File: config.mk
export PLATFORM = sky130hd
export DESIGN_NAME = mem_duty_throttle
export DESIGN_NICKNAME = d
export VERILOG_FILES = /design/src/rtl/mdt_pkg.sv /design/src/rtl/mdt_diag_reg.sv /design/src/rtl/mdt_frame_ctr.sv /design/src/rtl/mdt_slot_gate.sv /design/src/rtl/mdt_addr_mux.sv /design/src/rtl/mem_duty_throttle.sv
export SDC_FILE = /design/constraint.sdc
export NUM_CORES = 1
export LEC_CHECK = 0
export ABC_CLOCK_PERIOD_IN_PS = 2650
export CAP_MARGIN = 10
export CORE_MARGIN = 4
export CORE_UTILIZATION = 35
export DETAILED_ROUTE_END_ITERATION = 10
export PLACE_DENSITY = 0.78
export SYNTH_ARGS = -nofsm -noshare
export SYNTH_HDL_FRONTEND = slang
export SYNTH_SLANG_ARGS = --single-unit
export TNS_END_PERCENT = 1
File: constraint.sdc
create_clock -name clk -period 2.65 [get_ports clk]
set_input_delay 0.53 -clock clk [delete_from_list [all_inputs] [get_ports clk]]
set_output_delay 0.53 -clock clk [all_outputs]
set_load 0.02 [all_outputs]
File: src/rtl/mdt_pkg.sv
package mdt_pkg;
  // Register layout: the field positions are decoded by software, so they are fixed.
  localparam int REG_W   = 16;
  localparam int SEL_LSB = 8;
  localparam int MON_BIT = 0;
endpackage

File: src/rtl/mdt_diag_reg.sv
module mdt_diag_reg #(
  parameter int REG_W   = mdt_pkg::REG_W,
  parameter int SEL_W   = 3,
  parameter int SEL_LSB = mdt_pkg::SEL_LSB,
  parameter int MON_BIT = mdt_pkg::MON_BIT
) (
  input  logic             clk,
  input  logic             rst,
  input  logic             wr_en,
  input  logic [REG_W-1:0] wr_data,
  output logic [SEL_W-1:0] sel_d,
  output logic [SEL_W-1:0] sel_q,
  output logic             mon_q
);
  logic mon_d;

  // Only the two fields are stored; every other bit of the write is dropped.
  always_comb begin
    sel_d = sel_q;
    mon_d = mon_q;
    if (wr_en) begin
      sel_d = wr_data[SEL_LSB +: SEL_W];
      mon_d = wr_data[MON_BIT];
    end
  end

  always_ff @(posedge clk) begin
    if (rst) begin
      sel_q <= '0;
      mon_q <= 1'b0;
    end else begin
      sel_q <= sel_d;
      mon_q <= mon_d;
    end
  end
endmodule

File: src/rtl/mdt_frame_ctr.sv
module mdt_frame_ctr #(
  parameter int FRAME_W = 3
) (
  input  logic               clk,
  input  logic               rst,
  output logic [FRAME_W-1:0] cnt_d,
  output logic               wrap
);
  localparam logic [FRAME_W-1:0] LAST = '1;

  logic [FRAME_W-1:0] cnt_q;

  always_comb begin
    wrap  = (cnt_q == LAST);
    cnt_d = wrap ? '0 : cnt_q + 1'b1;
  end

  always_ff @(posedge clk) begin
    if (rst) cnt_q <= '0;
    else     cnt_q <= cnt_d;
  end
endmodule

File: src/rtl/mdt_slot_gate.sv
module mdt_slot_gate #(
  parameter int FRAME_W = 3
) (
  input  logic               clk,
  input  logic               rst,
  input  logic [FRAME_W-1:0] cnt_d,
  input  logic               wrap,
  input  logic [FRAME_W-1:0] sel_d,
  output logic [FRAME_W-1:0] act_sel_q,
  output logic               allow_q,
  output logic               sync_q
);
  localparam int               FRAME_LEN = 1 << FRAME_W;
  localparam logic [FRAME_W:0] LEN_V     = FRAME_LEN[FRAME_W:0];

  logic [FRAME_W-1:0] sel_eff;
  logic [FRAME_W:0]   open_slots;
  logic               allow_d;

  // The code is loaded only while entering position 0. Taking sel_d here
  // means a write in the last cycle still reaches the next frame.
  always_comb begin
    sel_eff    = wrap ? sel_d : act_sel_q;
    open_slots = LEN_V - {1'b0, sel_eff};
    allow_d    = ({1'b0, cnt_d} < open_slots);
  end

  always_ff @(posedge clk) begin
    if (rst) begin
      act_sel_q <= '0;
      allow_q   <= 1'b1;
      sync_q    <= 1'b1;
    end else begin
      act_sel_q <= sel_eff;
      allow_q   <= allow_d;
      sync_q    <= wrap;
    end
  end
endmodule

File: src/rtl/mdt_addr_mux.sv
module mdt_addr_mux #(
  parameter int ADDR_W = 16
) (
  input  logic              clk,
  input  logic              rst,
  input  logic              mon,
  input  logic [ADDR_W-1:0] int_addr,
  input  logic [ADDR_W-1:0] norm_addr,
  output logic [ADDR_W-1:0] ext_q
);
  always_ff @(posedge clk) begin
    if (rst)      ext_q <= '0;
    else if (mon) ext_q <= int_addr;
    else          ext_q <= norm_addr;
  end
endmodule

File: src/rtl/mem_duty_throttle.sv
module mem_duty_throttle #(
  parameter int ADDR_W  = 16,
  parameter int FRAME_W = 3
) (
  input  logic                     clk,
  input  logic                     rst,
  input  logic                     wr_en,
  input  logic [mdt_pkg::REG_W-1:0] wr_data,
  input  logic [ADDR_W-1:0]        int_addr_i,
  input  logic [ADDR_W-1:0]        norm_addr_i,
  output logic                     allow_o,
  output logic                     frame_sync_o,
  output logic [ADDR_W-1:0]        ext_addr_o
);
  logic [FRAME_W-1:0] sel_d, sel_q, act_sel_q, cnt_d;
  logic               mon_q, wrap;

  mdt_diag_reg #(
    .REG_W  (mdt_pkg::REG_W),
    .SEL_W  (FRAME_W),
    .SEL_LSB(mdt_pkg::SEL_LSB),
    .MON_BIT(mdt_pkg::MON_BIT)
  ) u_reg (
    .clk(clk), .rst(rst), .wr_en(wr_en), .wr_data(wr_data),
    .sel_d(sel_d), .sel_q(sel_q), .mon_q(mon_q)
  );

  mdt_frame_ctr #(.FRAME_W(FRAME_W)) u_ctr (
    .clk(clk), .rst(rst), .cnt_d(cnt_d), .wrap(wrap)
  );

  mdt_slot_gate #(.FRAME_W(FRAME_W)) u_gate (
    .clk(clk), .rst(rst), .cnt_d(cnt_d), .wrap(wrap), .sel_d(sel_d),
    .act_sel_q(act_sel_q), .allow_q(allow_o), .sync_q(frame_sync_o)
  );

  mdt_addr_mux #(.ADDR_W(ADDR_W)) u_mux (
    .clk(clk), .rst(rst), .mon(mon_q), .int_addr(int_addr_i),
    .norm_addr(norm_addr_i), .ext_q(ext_addr_o)
  );
endmodule

==> summary.md, run 1 <==
| Metric | Value |
|---|---|
| Flops & latches, synth | 28 |
| VDD IR-drop max | 0.0003519 V |
| Initial antenna violation count | 0 |
| Synthesized area per cell | 10.69 sq um |
| Clk_lat worst skew | 0.34 ns |
| # IOs | 69 |
| Synth Instances | 100 |
| Core Util, Final | 62.18% |
| CTS Hold Bufs | 0 |
| Max Clk Rate | 407.1 MHz |
| Worst setup path class | register to register |
| Sequential area share after synthesis | 52.46% |
| Area of the core | 0.002829 sq mm |
| Area delta synth->final | 64.64% |
| Global placer's final weighted congestion | 0.6994 |
| Commonest non-fill, non-tap cell in the layout | clkdlybuf4s50_1 |
| Synth unique cells | 22 |
| Pins Over Slew Limit | 0 |
| RSZ-0062 raised after global routing | no |
| # setup viols final | 0 |
| Clk buf depth | 2 |
| Worst Path Required | 2.88 ns |
| Placed standard-cell area | 0.001684 sq mm |
| Ys Warns | 0 |
| Die Span X | 63.26 microns |
| Clk root buf | clkbuf_4 |
| Post-route DRC violation count | 0 |
| Syn_nets | 156 |
| Final instance area | 0.001759 sq mm |
| Period Utilization, post-route | 92.71% |
| Synthesized area | 0.001069 sq mm |
| Area leader, netlist | dfxtp_1 |
| Min Tclk post-route | 2.457 ns |
| Clock sinks | 28 |
| Min-Delay Path Class | register to register |
| Row count | 19 |
| CTS tree | built |
| DIE AREA | 0.004001 sq mm |
| Final count of hold timing violations | 0 |
| IO buf count | 56 |
| Worst slew pin tran | 0.9184 ns |
| Most frequent cells in the layout | clkdlybuf4s50_1, dfxtp_1, nor2_1, mux2i_1, buf_4 |
| CTS buffer count | 3 |
| Reg clk slew, reported paths | 0.14 ns |
| CP Data Arrival Time | 2.69 ns |
| Yosys top cell area share | 52.46% |
| Crit end category | register |
| Status | finished clean |
| Hold path start | u_ctr.cnt_q[0]$_SDFF_PP0_ |
| Via count | 910 |
| H-tree depth | 1 |
| Vias in the first global route | 956 |
| Worst Path Max Fanout | 6 |
| Via density | 4.715 |
| Initial Util | 37.77% |
| Hold Slack | 0.4794 ns |
| Worst slew margin | 38.69% |
| CP startpoint | u_ctr.cnt_q[0]$_SDFF_PP0_ |
| Iter 0 DRT Violations | 5 |
| Post-DRT Antenna Nets | 0 |
| Total congestion overflow | 0 |
| Power per cell area | 526.7 mW/mm^2 |
| GRT Overall Usage | 13.18% |
| Detailed Place HPWL | 2.062 mm |
| Detailed Routing Iterations Pass 1 | 4 |
| # nets final | 219 |
| Aggregate routed wire length | 2.529 mm |
| Leak | 0.7237 nW |
| Skew final | 0.008589 ns |
| Largest net degree at the start of global routing | 18 |
| FF-to-FF Start | u_ctr.cnt_q[0]$_SDFF_PP0_ |
| Synth top area cells | dfxtp_1, mux2i_1, nor2_1 |
| Layout cells sized above 1 | 12.96% |
| Global-route wire length before repair | 4.126 mm |
| Worst Setup Start Kind | register |
| Max-cap violation count | 0 |
| Pwr Total | 926.5 uW |
| Diodes inserted | 0 |
| Routed WL per cell | 13.10 microns |
| Die Ht | 63.26 microns |
-- critical path: stages, from the launching register on --
cell and delay (ns):
dfxtp_1 0.40, ha_1 0.18, ha_2 0.22, clkinv_2 0.13, nor2_1 0.15, a21oi_2 0.05, ha_2 0.32, inv_1 0.04
ha_1 0.26, nand2_1 0.05, a31oi_1 0.15, a221oi_1 0.09, a311o_1 0.33
-- worst paths after layout --
check                           slack (ns)                   endpoint  cells past startpoint
worst max-delay path                  0.19  u_gate.allow_q$_SDFF_PP1_                     12
worst min-delay path                  0.48  u_ctr.cnt_q[0]$_SDFF_PP0_                      1
worst max register to register        0.19  u_gate.allow_q$_SDFF_PP1_                     12
worst min register to register        0.48  u_ctr.cnt_q[0]$_SDFF_PP0_                      1
-- area by class of cell --
class | instances | area, sq um
inverters | 3 | 12.51
fillers | 242 | 1070
repair buffers | 63 | 619.3
flip-flops and latches | 28 | 560.5
clock buffers | 3 | 22.52
well taps | 31 | 38.79
multi-input cells | 64 | 475.5
clock inverters | 1 | 30.03
-- Yosys cell counts (all sizes together) --
master  instances
ha              5
a221oi          1
a31oi           1
a311o           1
nor2b           1
mux2            1
dfxtp          28
and2b           1
clkbuf          2
a21oi           2
inv             2
nor2           27
xnor2           1
clkinv          1
buf             3
mux2i          19
nand2           2
or2             1
a21boi          1
-- registers in the layout (all words and copies together), names as in the netlist --
signal / count
u_reg.sel_q: 3
u_ctr.cnt_q: 3
u_mux.ext_q: 16
u_gate.act_sel_q: 3
u_gate.allow_q: 1
u_gate.sync_q: 1
u_reg.mon_q: 1
-- metal layers --
layer	global-route usage, %	vias up	part of all wire, %
li1	-	454	-
met3	6.394	4	13
met1	13.24	404	39
met2	23.06	48	46
met5	0	-	0
met4	5.660	0	1.5
-- kinds of logic (layout without fill, tap and decap cells) --
| group | Yosys count | count (layout) | synth area share (%) |
|---|---|---|---|
| adder cells (fa/ha/maj) | 5 | 5 | 5.855 |
| multiplexers | 20 | 20 | 19.20 |
| buffers and inverters | 8 | 70 | 3.864 |
| XOR/XNOR | 1 | 1 | 0.8198 |
| flip-flops | 28 | 28 | 52.46 |
| AO/OA/AOI/OAI | 6 | 6 | 5.387 |
| AND/OR/NAND/NOR | 32 | 32 | 12.41 |
-- metrics by stage --
| step | setup slack, ns | std cells | TNS (ns) |
|---|---|---|---|
| final | 0.1933 | 193 | 0 |
| after global routing | 0.03831 | 193 | 0 |
| after CTS | 0.07751 | 192 | 0 |
| after detailed placement | -0.2886 | 188 | -0.2886 |
| after global placement | -0.2026 | 188 | -0.2026 |
| after floorplan | 0.3836 | 100 | 0 |
-- where the power goes --
part           total (mW)  leakage, nW  switching [mW]  internal, mW
Clock               0.282       0.0279           0.129         0.153
Sequential          0.460        0.232          0.0142         0.446
Combinational       0.184        0.464          0.0690         0.115
Total               0.927        0.724           0.212         0.714
-- repair_timing --
item	4_1_cts	5_1_grt
setup endpoints to repair	0	1
resized for setup	0	5
setup buffers	0	1
Power figures use the tool's default switching activity.
==> run 2: changes to the inputs <==
--- a/config.mk
+++ b/config.mk
@@ -8,9 +8,11 @@
 export ABC_CLOCK_PERIOD_IN_PS = 2650
 export CAP_MARGIN = 10
 export CORE_MARGIN = 4
-export CORE_UTILIZATION = 35
+export CORE_UTILIZATION = 37
+export CTS_BUF_LIST = sky130_fd_sc_hd__clkbuf_2
+export CTS_CLUSTER_SIZE = 28
 export DETAILED_ROUTE_END_ITERATION = 10
-export PLACE_DENSITY = 0.78
+export PLACE_DENSITY = 0.82
 export SYNTH_ARGS = -nofsm -noshare
 export SYNTH_HDL_FRONTEND = slang
 export SYNTH_SLANG_ARGS = --single-unit
==> summary.md, run 2 (same netlist as run 1, synthesis figures left out) <==
| Metric | Value |
|---|---|
| Diodes inserted | 0 |
| Clk buf depth | 2 |
| Pre-CTS setup slack | -0.3191 ns |
| Initial Util | 38.75% |
| Number of fill cells | 234 |
| Clock sinks | 28 |
| Initial antenna violation count | 0 |
| Routed WL per cell | 13.24 microns |
| Vias in the first global route | 984 |
| Post-CTS resize count | 0 |
| CTS Hold Bufs | 0 |
| Worst slew pin tran | 0.9234 ns |
| Max Clk Rate | 389.9 MHz |
| Power per cell area | 462.0 mW/mm^2 |
| Post-CTS Setup Bufs | 0 |
| IO buf count | 56 |
| Top reg by flops | u_mux.ext_q |
| CTS buffer count | 3 |
| Area of the core | 0.002758 sq mm |
| Layout cells sized above 1 | 12.88% |
| Global-route wire length before repair | 4.250 mm |
| VDD IR-drop max | 0.0003492 V |
| DIE AREA | 0.003812 sq mm |
| Iter 0 DRT Violations | 28 |
| Clk root buf | clkbuf_2 |
| Pins Over Slew Limit | 0 |
| Via density | 4.732 |
| Final worst setup slack | 0.08518 ns |
| Worst Path Required | 2.94 ns |
| Share of total power in combinational logic | 23.6% |
| Wl on met1 | 942 microns |
| Net Sw Power | 203.9 uW |
| Slowest stage delay, CP | 0.52 ns |
| Worst slew margin | 38.35% |
| Clk_lat worst skew | 0.35 ns |
| Crit end category | register |
| Global placer's final weighted congestion | 0.7760 |
| Detailed Routing Iterations Pass 1 | 4 |
| Area delta synth->final | 62.29% |
| Max FFs per register | 16 |
| Status | finished clean |
| CP cell instances | clkdlybuf4s50_1 > mux2_4 > nand2_2 > a21boi_4 > ha_1 > xnor2_1 > ha_1 > nand2_1 > a31oi_1 > a221oi_1 > a311o_1 |
| Most frequent cells in the layout | clkdlybuf4s50_1, nor2_1, dfxtp_1, mux2i_1, buf_4 |
| Max-cap violation count | 0 |
| Min Tclk post-route | 2.565 ns |
| Met3 WL post-DR | 310 microns |
| Clock group share of total power | 18.9% |
| Post-DRT Antenna Nets | 0 |
| Final setup TNS | 0 ns |
| Int Pwr | 597.4 uW |
| Worst setup path class | input port to register |
| Worst Setup Start Kind | input port |
| Cell mode on critical path | ha_1 |
| RSZ-0062 raised after global routing | no |
| Multi-input logic area | 481.7 sq um |
| Largest net degree at the start of global routing | 18 |
| H-tree depth | 1 |
| Sw Share | 25.44% |
| Final count of hold timing violations | 0 |
| # nets final | 220 |
| # IOs | 69 |
| Commonest non-fill, non-tap cell in the layout | clkdlybuf4s50_1 |
| Min-Delay Path Class | register to register |
| Reg clk slew, reported paths | 0.25 ns |
| Slowest cell on crit path | clkdlybuf4s50_1 |
| GRT Overall Usage | 15.57% |
| Total congestion overflow | 0 |
| Wire length on met2 | 1.276 mm |
| Sequential power share | 57.6% |
| Period Utilization, post-route | 96.79% |
| Die Ht | 61.74 microns |
| # setup viols final | 0 |
| Post-route DRC violation count | 0 |
| Highest metal used | met4 |
| Via count | 918 |
| Skew final | 0.01749 ns |
| Reg area | 561.8 sq um |
| Worst Path Max Fanout | 2 |
| CP Data Arrival Time | 2.85 ns |
| Detailed Place HPWL | 2.082 mm |
| Row count | 19 |
| CTS tree | built |
| Leak | 0.7066 nW |
| Aggregate routed wire length | 2.569 mm |
| Die Span X | 61.74 microns |
[run 2: metrics by stage]
step / instance area (sq um) / instances / hold slack (ns) / total power [mW] / utilization [%]
after floorplan: 1069 / 100 / 0.4173 / 0.5459 / -
after global placement: 1699 / 190 / 0.4353 / 0.6482 / 61.62
after detailed placement: 1699 / 190 / 0.4588 / 0.6569 / 61.62
after CTS: 1718 / 194 / 0.4890 / 0.8084 / 62.30
after global routing: 1734 / 194 / 0.4565 / 0.8487 / 62.89
final: 1734 / 194 / 0.4461 / 0.8013 / 62.89
[run 2: final cells by class]
cell class	instances	share of cell area, %
Timing Repair Buffer	64	35.79
Sequential cell	28	32.40
Multi-Input combinational cell	64	27.78
Tap cell	31	2.237
Clock buffer	3	0.8658
Inverter	3	0.7215
Clock inverter	1	0.2165
[run 2: critical path: cells and delay by family]
family                     cells  cell delay [ns]
AOI/OAI and AO/OA              4             0.78
buffers and inverters          1             0.52
adders and majority gates      2             0.49
and+or+nand+nor                2             0.13
xor gates and xnor gates       1             0.08
muxes                          1             0.32
[run 2: worst paths after layout]
check | start | to | slack, ns | depth (start not counted)
max | wr_en | u_gate.allow_q$_SDFF_PP1_ | 0.09 | 11
min | u_ctr.cnt_q[0]$_SDFF_PP0_ | u_ctr.cnt_q[0]$_SDFF_PP0_ | 0.45 | 1
min reg2reg | u_ctr.cnt_q[0]$_SDFF_PP0_ | u_ctr.cnt_q[0]$_SDFF_PP0_ | 0.45 | 1
max reg2reg | u_ctr.cnt_q[0]$_SDFF_PP0_ | u_gate.allow_q$_SDFF_PP1_ | 0.20 | 12
[run 2: power groups by stage]
| stage | clock [mW] | sequential, mW | combinational, mW |
|---|---|---|---|
| final | 0.151 | 0.461 | 0.189 |
| after global placement | 0 | 0.468 | 0.180 |
| after CTS | 0.159 | 0.461 | 0.188 |
| after global routing | 0.177 | 0.465 | 0.206 |
| after floorplan | 0 | 0.484 | 0.0618 |
| after detailed placement | 0 | 0.469 | 0.188 |
[run 2: layer usage]
layer  up-vias  track usage, %
met5         -               0
met2        43           26.61
met1       415           17.07
li1        456               -
met3         4           6.405
met4         0           6.364
